### config.mk
export PLATFORM = sky130hd
export DESIGN_NAME = pll_unlock_detect
export DESIGN_NICKNAME = d
export VERILOG_FILES = /design/src/rtl/pll_unlock_detect.sv
export SDC_FILE = /design/constraint.sdc
export NUM_CORES = 1
export LEC_CHECK = 0
export ABC_AREA = 1
export BUFFER_PORTS_ARGS = -buffer_cell sky130_fd_sc_hd__clkbuf_2
export CAP_MARGIN = 20
export CORE_UTILIZATION = 58
export DETAILED_ROUTE_END_ITERATION = 6
export HOLD_SLACK_MARGIN = 0.03
export PLACE_DENSITY = 0.78
export SLEW_MARGIN = 20
export SYNTH_ARGS = -nofsm -noshare
export SYNTH_HDL_FRONTEND = slang
export SYNTH_SLANG_ARGS = --single-unit
### constraint.sdc
create_clock -name clk -period 1.7 [get_ports clk]
set_input_delay 0.085 -clock clk [delete_from_list [all_inputs] [get_ports clk]]
set_output_delay 0.085 -clock clk [all_outputs]
set_load 0.05 [all_outputs]
### src/rtl/pll_unlock_detect.sv
module pll_unlock_detect #(
  parameter int NARROW_CYC    = 5,
  parameter int WIDE_CYC      = 10,
  parameter int TICK_CYC      = 9000,
  parameter int STRETCH_TICKS = 2
) (
  input  logic       clk,
  input  logic       rst_n,
  input  logic       perr,
  input  logic [1:0] mode,
  output logic       unlock_n,
  output logic       lock_bit,
  output logic       det_out,
  output logic       det_oe
);
  localparam int THR_MAX = (WIDE_CYC > NARROW_CYC) ? WIDE_CYC : NARROW_CYC;
  localparam int WW = $clog2(THR_MAX + 2);
  localparam int TW = $clog2(TICK_CYC);
  localparam int SW = $clog2(STRETCH_TICKS + 1);

  logic [WW-1:0] wcnt;
  logic [TW-1:0] tcnt;
  logic [SW-1:0] scnt;
  logic [1:0]    mode_q;

  wire           tick     = (tcnt == TW'(TICK_CYC - 1));
  wire [WW-1:0]  thr      = mode[0] ? WW'(WIDE_CYC) : WW'(NARROW_CYC);
  wire           mode_chg = (mode != mode_q);
  wire           viol     = mode[1] && perr && (wcnt >= thr);
  wire           unlock   = (mode == 2'b01) ? perr : (mode[1] && (scnt != '0));

  always_ff @(posedge clk) mode_q <= mode;

  always_ff @(posedge clk) begin
    if (!rst_n)    tcnt <= '0;
    else if (tick) tcnt <= '0;
    else           tcnt <= tcnt + 1'b1;
  end

  always_ff @(posedge clk) begin
    if (!rst_n || mode_chg || !perr) wcnt <= '0;
    else if (wcnt != '1)             wcnt <= wcnt + 1'b1;
  end

  always_ff @(posedge clk) begin
    if (!rst_n || mode_chg)       scnt <= '0;
    else if (viol)                scnt <= SW'(STRETCH_TICKS);
    else if (tick && scnt != '0)  scnt <= scnt - 1'b1;
  end

  assign unlock_n = ~unlock;
  assign lock_bit = ~unlock;
  assign det_oe   = (mode != 2'b00);
  assign det_out  = det_oe & unlock;
endmodule


Yosys cells after proc, flatten, opt, wreduce, memory -nomap -nowiden. Cells that the tools add are included. W data, S select, Z words.

Flip-flop bits (word level): 22. Bits in latches: 0. Memory bits (writable): 0. Bits in read-only memories: 0. Input bits: 5. Output and inout port bits: 4. Logic and storage cells: 33. Memories kept: 0.

$add $sub $neg: 3. Multiply operators: 0. Divide/modulo/power cells: 0. Magnitude comparators: 1. Eq/ne operators: 4. Shift operators: 0. Multiplexer cells: 4. Bitwise logic cells: 3. Reductions and logical operators: 13.

Operators by type and width (number): $add A14 B1 Y14 const B (1); $eq A14 B14 Y1 const B (1); $reduce_bool A2 Y1 (3); $add A4 B1 Y4 const B (1); $ge A4 B4 Y1 (1); $logic_and A1 B1 Y1 (4); $mux W2 (2); $mux W4 (1); $ne A4 B4 Y1 const B (1); $reduce_or A2 Y1 (2); $eq A2 B1 Y1 const B (1); $logic_not A1 Y1 (2); $logic_or A1 B1 Y1 (2); $ne A2 B2 Y1 (1); $not A1 Y1 (2); $sub A2 B1 Y2 const B (1); $and A1 B1 Y1 (1); $mux W1 (1).

Logic depth before layout (Yosys ltp).
Word-level depth: 4. Depth in mapped cells: 11. Mapped depth without buffers: 11.

Worst setup path after synthesis. Ideal clock, no wire load.

Kind: register -> output. Start: register scnt[0]. End: output unlock_n. Arrival time: 1.615 ns. Required time: 1.615 ns. Slack: 0.000 ns. Cell stages (with the launch flop): 7. Path buffers: 1. Cell sequence: dfxtp_1 -> inv_1 -> ha_1 -> nor2_1 -> or2_2 -> inv_1 -> buf_4.

Word-level cells in the longest chain between the ends: 4.

Ends and longest elaborated chain: from (decl) (line 23) `logic [SW-1:0] scnt;`; from (signal assigned) (line 47) `else if (viol) scnt <= SW'(STRETCH_TICKS);`; from (signal assigned) (line 48) `else if (tick && scnt != '0) scnt <= scnt - 1'b1;`; $reduce_bool A2 Y1 (line 30) `wire unlock = (mode == 2'b01) ? perr : (mode[1] && (scnt != '0));`; $logic_and A1 B1 Y1 (line 30); $mux W1 (line 30); $not A1 Y1; to (decl) (line 11) `output logic unlock_n,`.

Every way passes these cells.

Worst setup path after layout.
Start: input mode[0]. End: output lock_bit.

Word-level cells in the longest chain between the ends: 3.

Ends and longest elaborated chain: from (decl) (line 10) `input logic [1:0] mode,`; $eq A2 B1 Y1 (line 30); $mux W1 (line 30); $not A1 Y1 (line 52) `assign lock_bit = ~unlock;`; to (decl) (line 12) `output logic lock_bit,`.

Every way passes these cells.

==> qor.csv <==
stage,metric,value,unit
yosys,synth_area_per_cell,7.83,µm²
cells_and_area,nets,183,
sta,finalSetupViolCount,0,
drt,postRouteAntennaNets,0,
clock_tree,clock_latency,300,ps
global_routing,grt_first_pass_wirelength,3440,µm
outcome,outcome,finished clean,
worst_setup_path,crit_path_end,lock_bit,
floorplan,start_util,0.624,
yosys,yosys.area_share.xor_xnor,0.0495,
yosys,ys_types,33,
worst_setup_path,max_stage_delay,530,ps
clock_tree,clock_path_buffers,2,
yosys,syn_inst,158,
sta,slew_headroom,0.815,
worst_hold_path,min_from,perr,
worst_hold_path,hold_path.class,input pin to flop,
drt,drtIter0Drc,11,
placed_design,dp_slack,180,ps
sta,skew,2.01,ps
placed_design,port_buffers,8,
worst_setup_path,r2r-start,tcnt[0],
worst_setup_path,cp_max_fo,7,
placed_design,hpwl,1610,µm
cells_and_area,syn_to_final_growth,8.70,%
sta,finalCritPeriodShare,0.930,
sta,hold_viol_final,0,
yosys,seq_area_frac_synth,0.356,
worst_setup_path,reg2reg_depth,9,
floorplan,io-pin-count,9,
drt,via_count,965,
floorplan,die-area,2320,µm²
clock_tree,clk_pin_slew,120,ps
sta,slew_violations,0,
clock_tree,clock_sinks,22,
global_routing,grt-ovfl-total,0,
clock_tree,cts_made_buffers,3,
yosys,muxShareOfSynthArea,0.00910,
cells_and_area,layout_commonest_cell,nand2_1,
sta,fin_hold_ws,124,ps
drt,drc,0,
sta,setup_ws,119,ps
sta,worst_pin_slew,279,ps
global_routing,grt_max_degree,15,
sta,fin_crit,1580,ps
worst_setup_path,crit_chain,dlygate4sd3_1 > clkbuf_2 > inv_2 > nor2_1 > or2_2 > inv_1 > clkbuf_4,
cells_and_area,nFillCells,168,
worst_setup_path,critPathLaunchType,input pin,
global_routing,antenna_found_initial,0,
yosys,syn_nets,170,
global_routing,grt_pass1_vias,880,
floorplan,num_rows,16,
placed_design,gp_congestion,0.806,
clock_tree,cts_tree,yes,
worst_setup_path,cp_slowest_cell,dlygate4sd3_1,
clock_tree,post_cts_buffers,0,
floorplan,core_area,1980,µm²
cells_and_area,drive_gt1_frac,0.247,
floorplan,die_h,48.2,µm
worst_setup_path,crit_type,input pin to output port,
yosys,yosys.area_share.simple,0.340,
sta,rsz0062_at_grt,no,
worst_setup_path,crit_family,buffers and inverters,
clock_tree,htree_num_levels,1,
yosys,ys_seq_elements,22,
global_routing,grt_util_all_layers,0.215,
power,ir_worst_vdd,0.000492,V
floorplan,die_width,48.2,µm
cells_and_area,final_cell_mix,"nand2_1, dfxtp_1, inv_1, nor2_1",
power,leakagePower,0.543,nW
clock_tree,root_buffer,clkbuf_4,
yosys,synth-adder-area-share,0.0708,
worst_setup_path,rrSetupSlack,170,ps
worst_setup_path,crit_buf_inv,5,
worst_setup_path,crit_arrival,1500,ps
flow_run,max-cap-violations,0,
sta,fmax,632,MHz
worst_setup_path,worstPathRequired,1620,ps
drt,vias_per_cell,4.90,
yosys,ys_warn_count,0,
yosys,synth_top_family_by_area,simple AND/OR/NAND/NOR gates,
drt,dr.pass1.iters,3,
drt,wl,2070,µm
yosys,synth_compound_area_frac,0.0768,
sta,setup_tns,0,ps
worst_setup_path,crit_path_start,mode[0],
placed_design,postPlaceCellArea,1280,µm²
yosys,syn_area,1240,µm²
cells_and_area,final_area,1350,µm²
power,powerDensity,669,nW/µm²
worst_setup_path,timing.rr.end,tcnt[12],
cells_and_area,antenna_cells,0,
drt,wl_per_cell,10.5,µm
worst_setup_path,path_depth,7,
worst_setup_path,crit_path_end_kind,output port,
==> power breakdown <==
part	total (mW)	switching (mW)	internal, mW
registers	0.533	0.00740	0.525
logic	0.0834	0.0540	0.0294
clock network	0.284	0.154	0.130
==> per-layer routing <==
metal	vias up	GRT usage	wire length (µm)
met2	11	0.389	1040
met3	2	0.0333	36
met5	-	0	0
li1	521	-	-
met1	431	0.251	971
met4	0	0.0833	25
==> kinds of logic after synthesis <==
family	after synthesis
simple gates	80
buf+inv	27
flops	22
compound gates	14
xor+xnor	7
fa+ha+maj	7
mux	1
==> worst register-to-register path: stages (launching register included) <==
cell and delay [ps]:
dfxtp_1 410, ha_1 200, nand2_2 90, inv_2 70, nand2_1 80, nor2_4 120, nand2_2 70, nand2_4 190
o21bai_1 150, nor2_1 60
==> synth_stat cells, drive strengths merged <==
cell	count	area, µm²
nor3	6	40.0
clkinv	1	3.75
nor3b	1	7.51
buf	2	27.5
nand3	12	75.1
nand4	1	6.26
o21bai	1	7.51
o21ai	3	15.0
xnor2	1	8.76
mux2	1	11.3
ha	7	87.6
o21a	1	7.51
inv	24	90.1
or2	2	12.5
nand3b	1	7.51
nand2	29	126
nor4	1	6.26
dfxtp	22	440
a21oi	7	46.3
xor2	6	52.6
nor2	27	139
a31oi	1	6.26
a211oi	1	12.5
==> stage by stage <==
stage,util,cells,power (mW)
detailed placement,0.648,191,0.623
finish,0.679,197,0.900
CTS,0.676,197,0.904
global route,0.679,197,0.934
global placement,0.648,191,0.620
floorplan,-,158,0.609
==> state kept, by name (all words and copies together) (netlist names) <==
name    count
tcnt       14
wcnt        4
mode_q      2
scnt        2
==> worst min path at each step <==
stage                      endpoint  slack, ps  depth (start not counted)
after floorplan           mode_q[0]        110                          0
after global placement    mode_q[0]        240                          1
after detailed placement  mode_q[0]        240                          1
after CTS                   wcnt[2]        100                          3
after global routing        wcnt[3]        140                          3
final                       wcnt[2]        120                          3
==> what timing repair did <==
item | in CTS | in global routing
resized for setup | 0 | 4
hold buffers | 2 | 0
endpoints found under the hold margin | 2 | 0
setup endpoints to repair | 0 | 2
==> final cells by class <==
cell class	count	area (µm²)	share of cell area
clock buffers	4	36.3	0.0270
inverters	25	93.8	0.0698
multi-input cells	109	676	0.502
flip-flops and latches	22	440	0.327
well taps	27	33.8	0.0251
repair buffers	10	65.1	0.0484
Note: power is estimated with default switching activity, not from simulation.
